`src/rtl/pwm_timer_pkg.sv`:
```
package pwm_timer_pkg;
  typedef enum logic [1:0] {
    LOC_COUNT  = 2'd0,
    LOC_PERIOD = 2'd1,
    LOC_WIDTH  = 2'd2,
    LOC_CTRL   = 2'd3
  } loc_e;

  // bit 2 center mode, bit 1 slow tick, bit 0 run
  typedef struct packed {
    logic center;
    logic slow;
    logic run;
  } ctrl_t;

  localparam int CTRL_W = 3;
endpackage

```
`src/rtl/pwm_prescaler.sv`:
```
module pwm_prescaler #(
  parameter int DIV = 64
) (
  input  logic clk,
  input  logic rst,
  output logic tick_o
);
  localparam int PW = (DIV > 1) ? $clog2(DIV) : 1;
  localparam logic [PW-1:0] LAST = PW'(DIV - 1);

  logic [PW-1:0] div_q;

  always_ff @(posedge clk) begin
    if (rst) begin
      div_q <= '0;
    end else if (div_q == LAST) begin
      div_q <= '0;
    end else begin
      div_q <= div_q + 1'b1;
    end
  end

  assign tick_o = (div_q == LAST);
endmodule

```
`src/rtl/pwm_regfile.sv`:
```
module pwm_regfile
  import pwm_timer_pkg::*;
#(
  parameter int W = 16
) (
  input  logic         clk,
  input  logic         rst,
  input  logic         wr_en,
  input  logic [1:0]   addr,
  input  logic [W-1:0] wdata,
  input  logic         load_i,
  input  logic [W-1:0] cnt_i,
  output ctrl_t        ctrl_o,
  output logic [W-1:0] per_sh_o,
  output logic [W-1:0] per_act_o,
  output logic [W-1:0] wid_act_o,
  output logic [W-1:0] rdata
);
  logic [W-1:0] per_sh_q, wid_sh_q, per_act_q, wid_act_q;
  ctrl_t        ctrl_q;

  always_ff @(posedge clk) begin
    if (rst) begin
      per_sh_q <= '0;
      wid_sh_q <= '0;
      ctrl_q   <= '0;
    end else if (wr_en) begin
      case (loc_e'(addr))
        LOC_PERIOD: per_sh_q <= wdata;
        LOC_WIDTH:  wid_sh_q <= wdata;
        LOC_CTRL:   ctrl_q   <= ctrl_t'(wdata[CTRL_W-1:0]);
        default: ;
      endcase
    end
  end

  // working copies move only at a cycle boundary
  always_ff @(posedge clk) begin
    if (rst) begin
      per_act_q <= '0;
      wid_act_q <= '0;
    end else if (load_i) begin
      per_act_q <= per_sh_q;
      wid_act_q <= wid_sh_q;
    end
  end

  always_ff @(posedge clk) begin
    if (rst) begin
      rdata <= '0;
    end else begin
      case (loc_e'(addr))
        LOC_COUNT:  rdata <= cnt_i;
        LOC_PERIOD: rdata <= per_sh_q;
        LOC_WIDTH:  rdata <= wid_sh_q;
        default:    rdata <= W'(ctrl_q);
      endcase
    end
  end

  assign ctrl_o    = ctrl_q;
  assign per_sh_o  = per_sh_q;
  assign per_act_o = per_act_q;
  assign wid_act_o = wid_act_q;
endmodule

```
`src/rtl/pwm_core.sv`:
```
module pwm_core #(
  parameter int W = 16
) (
  input  logic         clk,
  input  logic         rst,
  input  logic         tick_i,
  input  logic         center_i,
  input  logic         cnt_wr_i,
  input  logic [W-1:0] cnt_wdata_i,
  input  logic [W-1:0] per_act_i,
  input  logic [W-1:0] per_sh_i,
  input  logic [W-1:0] wid_act_i,
  output logic         load_o,
  output logic [W-1:0] cnt_o,
  output logic         down_o,
  output logic         pwm_o,
  output logic         match_o
);
  logic [W-1:0] cnt_q;
  logic         down_q, pwm_q, match_q;
  logic         boundary, hit;

  always_comb begin
    if (center_i) begin
      boundary = (cnt_q == '0) && (down_q || (per_act_i == '0));
      hit      = (!down_q && (cnt_q == per_act_i)) || (down_q && (cnt_q == '0));
    end else begin
      boundary = (cnt_q >= per_act_i);
      hit      = (cnt_q == per_act_i);
    end
  end

  assign load_o = tick_i && boundary && !cnt_wr_i;

  always_ff @(posedge clk) begin
    if (rst) begin
      cnt_q  <= '0;
      down_q <= 1'b0;
    end else if (cnt_wr_i) begin
      cnt_q <= cnt_wdata_i;
    end else if (tick_i) begin
      if (!center_i) begin
        down_q <= 1'b0;
        cnt_q  <= boundary ? '0 : cnt_q + 1'b1;
      end else if (boundary) begin
        down_q <= 1'b0;
        cnt_q  <= (per_sh_i == '0) ? '0 : W'(1);
      end else if (!down_q && (cnt_q >= per_act_i)) begin
        down_q <= 1'b1;
        cnt_q  <= cnt_q - 1'b1;
      end else if (down_q) begin
        cnt_q <= cnt_q - 1'b1;
      end else begin
        cnt_q <= cnt_q + 1'b1;
      end
    end
  end

  always_ff @(posedge clk) begin
    if (rst) begin
      pwm_q   <= 1'b0;
      match_q <= 1'b0;
    end else begin
      pwm_q   <= (cnt_q < wid_act_i);
      match_q <= tick_i && !cnt_wr_i && hit;
    end
  end

  assign cnt_o   = cnt_q;
  assign down_o  = down_q;
  assign pwm_o   = pwm_q;
  assign match_o = match_q;
endmodule

```
`src/rtl/pwm_timer.sv`:
```
module pwm_timer
  import pwm_timer_pkg::*;
#(
  parameter int CNT_W   = 16,
  parameter int PRE_DIV = 64
) (
  input  logic             clk,
  input  logic             rst,
  input  logic             wr_en,
  input  logic [1:0]       addr,
  input  logic [CNT_W-1:0] wdata,
  output logic [CNT_W-1:0] rdata,
  output logic             pwm_o,
  output logic             match_o
);
  ctrl_t            ctrl;
  logic [CNT_W-1:0] per_sh, per_act, wid_act, cnt;
  logic             pre_tick, tick, load, cnt_wr, down;
  logic             run_w, slow_w, center_w;

  assign run_w    = ctrl.run;
  assign slow_w   = ctrl.slow;
  assign center_w = ctrl.center;
  assign tick     = run_w && (slow_w ? pre_tick : 1'b1);
  assign cnt_wr   = wr_en && (loc_e'(addr) == LOC_COUNT);

  pwm_prescaler #(.DIV(PRE_DIV)) u_pre (
    .clk(clk), .rst(rst), .tick_o(pre_tick)
  );

  pwm_regfile #(.W(CNT_W)) u_regs (
    .clk(clk), .rst(rst), .wr_en(wr_en), .addr(addr), .wdata(wdata),
    .load_i(load), .cnt_i(cnt), .ctrl_o(ctrl), .per_sh_o(per_sh),
    .per_act_o(per_act), .wid_act_o(wid_act), .rdata(rdata)
  );

  pwm_core #(.W(CNT_W)) u_core (
    .clk(clk), .rst(rst), .tick_i(tick), .center_i(center_w),
    .cnt_wr_i(cnt_wr), .cnt_wdata_i(wdata), .per_act_i(per_act),
    .per_sh_i(per_sh), .wid_act_i(wid_act), .load_o(load), .cnt_o(cnt),
    .down_o(down), .pwm_o(pwm_o), .match_o(match_o)
  );
endmodule

```
`config.mk`:
```
export PLATFORM = sky130hd
export DESIGN_NAME = pwm_timer
export DESIGN_NICKNAME = d
export VERILOG_FILES = /design/src/rtl/pwm_timer_pkg.sv /design/src/rtl/pwm_prescaler.sv /design/src/rtl/pwm_regfile.sv /design/src/rtl/pwm_core.sv /design/src/rtl/pwm_timer.sv
export SDC_FILE = /design/constraint.sdc
export NUM_CORES = 1
export LEC_CHECK = 0
export BUFFER_PORTS_ARGS = -buffer_cell sky130_fd_sc_hd__buf_2
export CORE_MARGIN = 3
export CORE_UTILIZATION = 61
export CTS_BUF_LIST = sky130_fd_sc_hd__clkbuf_16
export CTS_CLUSTER_DIAMETER = 200
export CTS_CLUSTER_SIZE = 20
export DETAILED_ROUTE_END_ITERATION = 8
export MAX_ROUTING_LAYER = met4
export PLACE_DENSITY = 0.8
export SYNTH_ARGS = -nofsm -noshare
export SYNTH_HDL_FRONTEND = slang
export SYNTH_SLANG_ARGS = --single-unit
```
`constraint.sdc`:
```
create_clock -name clk -period 2.6 [get_ports clk]
set_input_delay 0.13 -clock clk [delete_from_list [all_inputs] [get_ports clk]]
set_output_delay 0.13 -clock clk [all_outputs]
set_load 0.01 [all_outputs]
```
Word-level counts from Yosys, hierarchy flattened

Index checks and enable logic that the tools add are counted.

Register bits after elaboration: 108
Output and inout port bits: 18

$add $sub $neg: 3
Order comparisons: 2
Equality and inequality tests: 6
Muxes and demuxes: 15
Bitwise logic cells: 1
Reduce and logical (&&, ||, !) cells: 24

Operator list:

| operator                                                                | count |
|---|---|
| 16-bit 2-to-1 mux                                                       | 7 |
| 16-bit logical NOT                                                      | 3 |
| 16-bit case mux with 3 select lines                                     | 1 |
| 16-bit by 1-bit adder with 16-bit output, second input constant         | 1 |
| 16-bit equality test                                                    | 1 |
| 16-bit greater-or-equal comparator                                      | 1 |
| 16-bit < comparator                                                     | 1 |
| 16-bit by 1-bit subtractor with 16-bit output, second input constant    | 1 |
| 1-bit logical AND                                                       | 10 |
| 1-bit 2-to-1 mux                                                        | 7 |
| 6-bit by 1-bit adder with 6-bit output, second input constant           | 1 |
| 6-bit equality test, second input constant                              | 1 |
| 2-bit AND reduction                                                     | 3 |
| 2-bit equality test, second input constant                              | 2 |
| 3-bit by 1-bit inequality test with 1-bit output, second input constant | 1 |
| 3-bit AND reduction                                                     | 1 |
| 2-bit by 1-bit equality test with 1-bit output, second input constant   | 1 |
| 1-bit logical NOT                                                       | 2 |
| 2-bit logical NOT                                                       | 1 |
| 1-bit logical OR                                                        | 2 |
| 2-bit nonzero test                                                      | 1 |
| 2-bit OR reduction                                                      | 1 |
| 1-bit inverter                                                          | 1 |

Longest topological paths before layout

Gate-level depths: netlist of run 1.

Depth after elaboration: 8
Mapped depth: 11
Depth with buffers taken out: 9

Hierarchy

A second synthesis of run 1 with hierarchy kept.

Cells, all modules: 682
Area, all modules: 6019.5 sq um

Modules (own cells, without submodules):

| module        | instances | cells each | area an instance (sq um) |
|---|---|---|---|
| pwm_regfile   | 1         | 299        | 3280.6 |
| pwm_core      | 1         | 356        | 2477.4 |
| pwm_prescaler | 1         | 24         | 237.7 |
| pwm_timer     | 1         | 3          | 23.8 |

Worst setup path after synthesis of run 1

Ideal clock, no wire load.

Path type: reg2reg
Start: register u_core.cnt_q[1] (netlist: u_core.cnt_o[1])
End: register u_core.cnt_q[4] (netlist: u_core.cnt_o[4])
Data arrival time: 2.206 ns
Data required time: 2.467 ns
Slack: 0.261 ns
Stages on the path, launching flop included: 11
Clock period less this slack: 2.339 ns
Cells stage by stage: dfxtp_1 -> ha_1 -> nor2b_1 -> o211ai_1 -> a2111o_1 -> and4_1 -> clkbuf_1 -> clkbuf_1 -> nor3_1 -> o311ai_1 -> a31oi_1

Word-level cells in the longest chain between the ends: 7

RTL lines:

| element                                                          | RTL line                       | text |
|---|---|---|
| from (decl)                                                      | pwm_core.sv:19                 | `logic [W-1:0] cnt_q;` |
| from (signal assigned)                                           | pwm_core.sv:40                 | `cnt_q <= cnt_wdata_i;` |
| from (signal assigned)                                           | pwm_core.sv:44                 | `cnt_q <= boundary ? '0 : cnt_q + 1'b1;` |
| from (signal assigned)                                           | pwm_core.sv:47                 | `cnt_q <= (per_sh_i == '0) ? '0 : W'(1);` |
| 16-bit by 1-bit adder with 16-bit output (tied with other cells) | pwm_core.sv:44, pwm_core.sv:54 |  |
| 16-bit 2-to-1 mux (tied with other cells)                        | pwm_core.sv:51                 | `end else if (down_q) begin` |
| 16-bit 2-to-1 mux or 1-bit 2-to-1 mux (tied branches)            | pwm_core.sv:48, pwm_core.sv:24 |  |
| 16-bit 2-to-1 mux (on tied branches)                             | pwm_core.sv:45, pwm_core.sv:44 |  |
| 16-bit 2-to-1 mux (*)                                            | pwm_core.sv:42                 | `if (!center_i) begin` |
| 16-bit 2-to-1 mux (*)                                            | pwm_core.sv:41                 | `end else if (tick_i) begin` |
| 16-bit 2-to-1 mux (*)                                            | pwm_core.sv:39                 | `end else if (cnt_wr_i) begin` |

Mark *: on every way between the ends. The rest lies on a longest branch, timed or not. The select of a mux whose other input is x is not followed.
A chain may end at the register's enable or synchronous reset.

Final worst setup path of run 1

Start: register u_regs.per_act_q[8] (netlist: u_regs.per_act_o[8])
End: register u_regs.per_act_q[5] (netlist: u_regs.per_act_o[5])

Word-level cells in the longest chain between the ends: 6

RTL lines:

| element                                                                                    | RTL line          | text |
|---|---|---|
| from (decl)                                                                                | pwm_regfile.sv:19 | `logic [W-1:0] per_sh_q, wid_sh_q, per_act_q, wid_act_q;` |
| from (signal assigned)                                                                     | pwm_regfile.sv:43 | `per_act_q <= per_sh_q;` |
| parallel branches: the longest is 3 deep, another holds 16-bit greater-or-equal comparator | --                |  |
| 1-bit 2-to-1 mux (*)                                                                       | pwm_core.sv:24    | `if (center_i) begin` |
| 1-bit logical AND (*) (2 in series)                                                        | pwm_core.sv:33    | `assign load_o = tick_i && boundary && !cnt_wr_i;` |

Mark *: on every way between the ends.

==> summary.txt, run 1 <==
Drt
  – DR vias/cell: around 6.4
  – DR pass1 iterations: 8
  – Final wirelength: 18500 µm
  – Total number of vias: between 5000 and 6000
  – DRT antenna net count: 0
  – DRC viols: 0
  – Iter 0 DRT Violations: 478
  – Wirelength per Cell: 20.2 µm

Cells and area
  – Diode count: 0
  – Core Util, Final: 74.3%
  – # fillers: 706
  – Non-filler cells, final: 916
  – P&R area growth vs syn: 17.5%
  – Share of cells above drive strength 1: 17.4%
  – Final net count: 838

STA
  – Worst-margin pin slew: 0.837 ns
  – Final Max Slew Viols: 0
  – Min Tclk post-route: 2.58 ns
  – Setup violations, final: 0
  – Final period utilization: between 90% and 100%
  – Clk_skew: roughly 0.013 ns
  – Rel. slew slack: 43.7%
  – Endpoints failing hold: 0
  – Fmax: 387 MHz

CTS
  – Clk sinks: 108
  – Max Buffers Root-to-Sink: 2
  – Worst skew pair latency: ~0.35 ns
  – Clk pin slew, worst setup/hold paths: 0.09 ns
  – CTS tree: built
  – TritonCTS Buffers: 9
  – Htree depth: 3
  – Clock tree root driver cell: clkbuf_16

Floorplanning
  – Rows: 35
  – DIE HEIGHT: approximately 100 µm
  – IO Pins: 39
  – DIE WIDTH: 104 µm
  – Core footprint: 9280 µm²
  – Initial Utilization: 63.3%
  – Die area: 10800 µm²

Synthesis
  – Cell taking the most area after synthesis: dfxtp_1
  – Compound-gate portion of the synthesized area: between 10% and 20%
  – Mapped Cells: 737
  – Post-synth EDFFs: 0
  – Synthesized net count: between 700 and 800
  – Top cell type's share of synthesized area: 36.8%
  – Cell with the most instances after synthesis: dfxtp_1
  – Post-synthesis sequential area ratio: 36.8%
  – Unique masters post-synth: 56
  – Post-Syn Area: ~5900 µm²
  – Largest cells by area after synthesis: dfxtp_1 37%, mux2i_1 8.5%, ha_1 7.5%, nor2_1 6.1%, nand2_1 6.1%
  – Synth Area per Inst: 7.97 µm²
  – Ys Warns: 0
  – Post-synthesis xor/xnor area fraction: 0.596%
  – Most used flip-flop cell after synthesis: dfxtp_1
  – Flops & latches, synth: 108
  – Largest family of logic cells by synthesized area: simple AND/OR/NAND/NOR gates
  – Most frequent cells after synthesis: 108 x dfxtp_1, 96 x nor2_1, 95 x nand2_1
  – Synth Area in Adders: under 10%
  – Post-Synth Simple-Gate Area: 25.6%
  – Async SR Flop Fraction: 0%
  – Post-synthesis mux area share: 9.92%

Worst hold path
  – Worst hold path type: in2reg

Setup path
  – Worst Path Required: 2.83 ns
  – CP cell instances: nor4_1 > a41oi_1 > o21ai_4 > and2b_1 > o21ai_4 > clkbuf_16 > mux2i_1 > nor2_1
  – Startpoint types: register
  – Top delay family on crit path: simple AND/OR/NAND/NOR gates
  – WP buf/inv: 1
  – Critical-path maximum fanout: 8
  – Slowest CP cell: nor4_1
  – Setup crit end kind: register
  – Crit path largest cell delay: 0.74 ns
  – WS Path Type: reg2reg
  – CP dominant cell by count: o21ai_4
  – Worst path arrival time: about 2.8 ns

GRT
  – Met3 Usage GRT: 4.53%
  – Wire length of the first global-routing pass: around 28000 µm
  – Met2 Usage GRT: 54.9%
  – Gr usage total: roughly 34%
  – Most used routing layer: met2
  – Largest net degree at the start of global routing: 69
  – Vias in the first global route: approximately 5400
  – Initial antenna violation count: 0
  – GRT met1 Usage: 42.5%
  – Grt total ovfl: 0

Pwr
  – VDD IR max: 0.000447 V
  – Cell Pwr Density: 576 nW/µm²
  – Leakage: just under 3 nW
  – Tot Pwr: 3.97 mW

Placed design
  – GPL Wtd Cong: 0.903
  – Placed insts: 889
  – PortBufs: 38
  – Dpl hpwl: roughly 12000 µm

Outcome
  – Status: finished, final reports clean

Run
  – # Max-Cap Violations: 0
[cell usage in the layout, fill, tap and decap left out, types with 6 or more instances in the layout]
| cell | synthesis | layout |
|---|---|---|
| ha_1 | 35 | 32 |
| nor3b_1 | 15 | 15 |
| o21ai_0 | 21 | 19 |
| dfxtp_1 | 108 | 96 |
| nand3_1 | 16 | 16 |
| nor2_1 | 96 | 95 |
| inv_1 | 37 | 36 |
| a21oi_1 | 62 | 60 |
| nand4_1 | 15 | 15 |
| nand2_1 | 95 | 95 |
| or3_1 | 8 | 8 |
| buf_2 | 7 | 37 |
| nor3_1 | 29 | 27 |
| dfxtp_2 | 0 | 12 |
| clkbuf_16 | 0 | 12 |
| nor4_1 | 14 | 14 |
| buf_4 | 3 | 37 |
| mux2i_1 | 50 | 49 |
| and2_1 | 6 | 6 |
| a31oi_1 | 8 | 8 |
[state kept, by name (all words and copies together) (netlist names)]
register and flops:
u_regs.wid_sh_q 16, u_core.match_o 1, u_pre.div_q 6, u_regs.rdata 16
u_core.cnt_o 16, u_regs.per_sh_o 16, u_regs.wid_act_o 16, u_core.down_o 1
u_regs.per_act_o 16, u_core.pwm_o 1, u_regs.ctrl_o 3
[routing by layer]
layer  wire, µm  part of all wire [%]
met2       8740                    47
met3       1490                   8.1
met4        888                   4.8
met1       7350                    40
met5          0                     0
[cells by family (layout without fill, tap and decap cells)]
family | count (synthesis) | after routing
buffers and inverters | 87 | 137
flip-flops | 108 | 108
adder cells (fa/ha/maj) | 35 | 35
multiplexers | 54 | 54
AND/OR/NAND/NOR | 317 | 317
AO/OA/AOI/OAI | 132 | 132
XOR/XNOR | 4 | 4
[metrics by stage]
stage | instance area (µm²) | setup WS, ns | TNS (ns) | hold WS (ns)
detailed placement | 6350 | 0.0298 | 0 | 0.414
global route | 6900 | -0.122 | -1.43 | 0.0493
finish | 6900 | 0.0163 | 0 | 0.0402
floorplan | 5880 | 0.261 | 0 | 0.266
CTS | 6670 | 0.0162 | 0 | 0.0412
global placement | 6350 | 0.0818 | 0 | 0.411
[cell type report]
type / count / area (µm²) / area share (%)
clock buffer: 9 / 225 / 3.26
clock inverter: 7 / 71.3 / 1.03
inverter: 37 / 139 / 2.01
multi-input combinational: 542 / 3470 / 50.2
sequential: 108 / 2180 / 31.5
tap: 129 / 161 / 2.34
timing repair buffer: 84 / 661 / 9.57
[worst min-delay path, cell delays in order]
cell and delay, ns:
buf_2 0.12, nand2_1 0.05, a21oi_1 0.05
[power breakdown]
| part | internal, mW | leakage (nW) | total (mW) | switching (mW) |
|---|---|---|---|---|
| clock network | 0.679 | 0.144 | 1.38 | 0.705 |
| logic | 0.360 | 1.89 | 0.849 | 0.489 |
| registers | 1.70 | 0.881 | 1.74 | 0.0420 |
[worst paths after layout]
path / start / end / slack (ns) / depth (start not counted)
worst max-delay path: u_regs.per_act_o[8]$_SDFFE_PP0P_ / u_regs.per_act_o[5]$_SDFFE_PP0P_ / 0.02 / 8
worst min-delay path: wdata[8] / u_regs.per_sh_o[8]$_SDFFE_PP0P_ / 0.04 / 3
worst max register to register: u_regs.per_act_o[8]$_SDFFE_PP0P_ / u_regs.per_act_o[5]$_SDFFE_PP0P_ / 0.02 / 8
worst min register to register: u_pre.div_q[0]$_SDFF_PP0_ / u_pre.div_q[0]$_SDFF_PP0_ / 0.45 / 1
[what timing repair did]
| item | CTS | global route |
|---|---|---|
| gates resized for setup | 5 | 28 |
| hold buffers | 0 | 0 |
| pin swaps | 0 | 16 |
| setup endpoints to repair | 7 | 43 |
| gates cloned | 0 | 4 |
| buffers inserted | 0 | 7 |
No activity file was read; power rests on OpenSTA's default activity.
==> run 2, diff against run 1 <==
--- a/config.mk
+++ b/config.mk
@@ -7,13 +7,13 @@
 export LEC_CHECK = 0
 export BUFFER_PORTS_ARGS = -buffer_cell sky130_fd_sc_hd__buf_2
 export CORE_MARGIN = 3
-export CORE_UTILIZATION = 61
+export CORE_UTILIZATION = 66
 export CTS_BUF_LIST = sky130_fd_sc_hd__clkbuf_16
 export CTS_CLUSTER_DIAMETER = 200
 export CTS_CLUSTER_SIZE = 20
 export DETAILED_ROUTE_END_ITERATION = 8
 export MAX_ROUTING_LAYER = met4
-export PLACE_DENSITY = 0.8
+export PLACE_DENSITY_LB_ADDON = 0.08
 export SYNTH_ARGS = -nofsm -noshare
 export SYNTH_HDL_FRONTEND = slang
 export SYNTH_SLANG_ARGS = --single-unit
==> constraint.sdc (replaced) <==
create_clock -name clk -period 3.2 [get_ports clk]
set_input_delay 0.16 -clock clk [delete_from_list [all_inputs] [get_ports clk]]
set_output_delay 0.16 -clock clk [all_outputs]
set_load 0.01 [all_outputs]
==> summary.txt, run 2 (synthesized netlist as in run 1, its figures left out) <==
Drt
  – DRC viols: 0 (unchanged)
  – DR pass1 iterations: 5 (-3)
  – Wirelength per Cell: 19.1 µm (-5.3%)
  – Final wirelength: 16600 µm (-10%)
  – DRT antenna net count: 0 (unchanged)
  – Total number of vias: 5673 (-2.6%)
  – DR vias/cell: 6.52 (+2.5%)
  – Iter 0 DRT Violations: 470 (-1.7%)

Setup path
  – Slowest CP cell: nor3_1
  – CP cell instances: inv_1 > ha_1 > nor4b_1 > nand4_1 > nor2_1 > o21a_1 > nor3_1 > a222oi_1 > a211oi_1
  – Reg2Reg Depth: 9 (+1)
  – WS Path Type: reg2reg
  – Worst path arrival time: 3.26 ns (+0.44 ns)
  – Critical-path maximum fanout: 13 (+5)
  – Crit path largest cell delay: 0.66 ns (-0.08 ns)
  – R2r endpoint: u_core.cnt_o[13]$_SDFFE_PP0P_
  – Worst Path Required: 3.46 ns (+0.63 ns)
  – Setup crit end kind: register
  – Startpoint types: register
  – R2R Setup Slk: 0.20 ns (+0.18 ns)
  – Critical R2R Launch: u_core.cnt_o[0]$_SDFFE_PP0P_

Floorplanning
  – DIE HEIGHT: 100 µm (-3.6%)
  – IO Pins: 39 (unchanged)
  – Rows: 33 (-5.7%)
  – Initial Utilization: 69.8% (+6.5 points)
  – Core footprint: 8420 µm² (-9.3%)
  – Die area: 10100 µm² (-7.2%)
  – DIE WIDTH: 100 µm (-3.6%)

Pwr
  – Psw: 912 µW (-26%)
  – VDD IR max: 0.000357 V (-20%)
  – Combinational Power Share: 17.5% (-3.9 points)
  – Seq pwr share: 46.9% (+3.1 points)
  – Switching power share of the total: 30.1% (-1.1 points)
  – Cell Pwr Density: 469 nW/µm² (-18%)
  – Internal power: 2.12 mW (-22%)
  – Tot Pwr: 3.04 mW (-24%)
  – Leakage: 2.73 nW (-6.3%)
  – Clock share of power: 35.5% (+0.7 points)

GRT
  – Initial antenna violation count: 0 (unchanged)
  – Wire length of the first global-routing pass: 26800 µm (-5.7%)
  – Vias in the first global route: 5378 (-0.44%)
  – Gr usage total: 34.6% (+1.1 points)
  – Largest net degree at the start of global routing: 84 (+22%)
  – Grt total ovfl: 0 (unchanged)

Worst hold path
  – Worst hold path type: in2reg
  – Hold Path Stages: 3 (unchanged)
  – Origin of the worst min-delay path: wdata[13]
  – Hold path endpoint: u_regs.wid_sh_q[13]$_SDFFE_PP0P_

Cells and area
  – Share of cells above drive strength 1: 11.8% (-5.6 points)
  – # fillers: 622 (-12%)
  – Register area: 2160 µm² (-0.69%)
  – Commonest non-fill, non-tap cells in the layout: 108 x dfxtp_1, 96 x nor2_1, 95 x nand2_1
  – P&R area growth vs syn: 10.1%
  – Diode count: 0 (unchanged)
  – Commonest non-fill, non-tap cell in the layout: dfxtp_1
  – Final net count: 817 (-2.5%)
  – Multi-input gate area in the final layout: 3370 µm² (-2.7%)

CTS
  – Post-CTS resize count: 0 (-5)
  – TritonCTS Buffers: 9 (unchanged)
  – Clock tree root driver cell: clkbuf_16
  – Worst skew pair latency: 0.35 ns (about the same)
  – # hold bufs at CTS: 0 (unchanged)
  – Max Buffers Root-to-Sink: 2 (unchanged)
  – Post-CTS Setup Bufs: 0 (unchanged)
  – CTS tree: built
  – Clk pin slew, worst setup/hold paths: 0.08 ns (about the same)
  – Clk sinks: 108 (unchanged)
  – Htree depth: 3 (unchanged)

Run
  – # Max-Cap Violations: 0 (unchanged)

STA
  – Final Max Slew Viols: 0 (unchanged)
  – Final setup TNS: 0 ns (unchanged)
  – Fmax: 333 MHz (-14%)
  – Final period utilization: 93.7% (-5.7 points)
  – RSZ-0062 raised after global routing: false
  – Endpoints failing hold: 0 (unchanged)
  – Clk_skew: 0.00905 ns (-0.00354 ns)
  – Setup violations, final: 0 (unchanged)
  – Worst-margin pin slew: 0.869 ns (+0.0322 ns)
  – Min Tclk post-route: 3.00 ns (+0.415 ns)
  – Rel. slew slack: 42.1% (-1.6 points)

Placed design
  – GPL Wtd Cong: 0.945 (+4.7%)
  – PortBufs: 38 (unchanged)
  – Dpl hpwl: 11700 µm (-5.1%)

Outcome
  – Status: finished, final reports clean
[run 2: changes by cell type in the layout (fill, tap and decap cells not counted), moves of 3 or more]
cell,before,now
inv_6,4,1
ha_1,32,35
dfxtp_2,12,0
buf_12,5,0
buf_4,37,26
ha_4,3,0
dfxtp_1,96,108
clkbuf_16,12,9
[run 2: final cells by class]
class,count,share of cell area [%]
flip-flops and latches,108,33.4
well taps,105,2.03
repair buffers,63,5.88
clock inverters,6,0.870
clock buffers,9,3.48
inverters,37,2.15
multi-input cells,542,52.2
[run 2: per-stage QoR]
stage	setup WS [ns]	instance area, µm²	hold slack, ns	instances	util [%]
2_1_floorplan	0.861	5880	0.296	737	-
3_3_place_gp	0.388	6190	0.432	855	73.5
3_5_place_dp	0.335	6190	0.443	855	73.5
4_1_cts	0.296	6470	0.0803	870	76.8
5_1_grt	0.0275	6470	0.0962	870	76.8
6_report	0.201	6470	0.0770	870	76.8
[run 2: worst max path at each step]
stage / start / endpoint / slack, ns / depth (start not counted)
2_1_floorplan: u_core.cnt_o[1]$_SDFFE_PP0P_ / u_core.cnt_o[4]$_SDFFE_PP0P_ / 0.86 / 10
3_3_place_gp: u_core.cnt_o[0]$_SDFFE_PP0P_ / u_core.cnt_o[13]$_SDFFE_PP0P_ / 0.39 / 10
3_5_place_dp: u_core.cnt_o[0]$_SDFFE_PP0P_ / u_core.cnt_o[13]$_SDFFE_PP0P_ / 0.34 / 9
4_1_cts: u_core.cnt_o[0]$_SDFFE_PP0P_ / u_core.cnt_o[13]$_SDFFE_PP0P_ / 0.30 / 9
5_1_grt: u_core.cnt_o[0]$_SDFFE_PP0P_ / u_core.cnt_o[13]$_SDFFE_PP0P_ / 0.03 / 9
6_report: u_core.cnt_o[0]$_SDFFE_PP0P_ / u_core.cnt_o[13]$_SDFFE_PP0P_ / 0.20 / 9
[run 2: critical path: cells and delay by family, from the launching register on]
family	cells	cell delay, ns
AO/OA/AOI/OAI	3	0.82
buffers and inverters	1	0.17
AND/OR/NAND/NOR	4	1.11
adder cells (fa/ha/maj)	1	0.24
flip-flops	1	0.57
[run 2: layer usage]
metal | up-vias | global-route usage (%) | wire, µm
met5 | - | - | 0
li1 | 2630 | - | -
met3 | 48 | 5.28 | 1200
met4 | 0 | 13.7 | 563
met2 | 272 | 56.3 | 8100
met1 | 2723 | 43.4 | 6750
[run 2: power by group through the flow]
stage               clock network [mW]  registers [mW]  logic, mW
CTS                               1.09            1.42      0.520
global route                      1.13            1.43      0.582
global placement                     0            1.45      0.500
floorplan                            0            1.44      0.365
finish                            1.08            1.42      0.532
detailed placement                   0            1.45      0.516
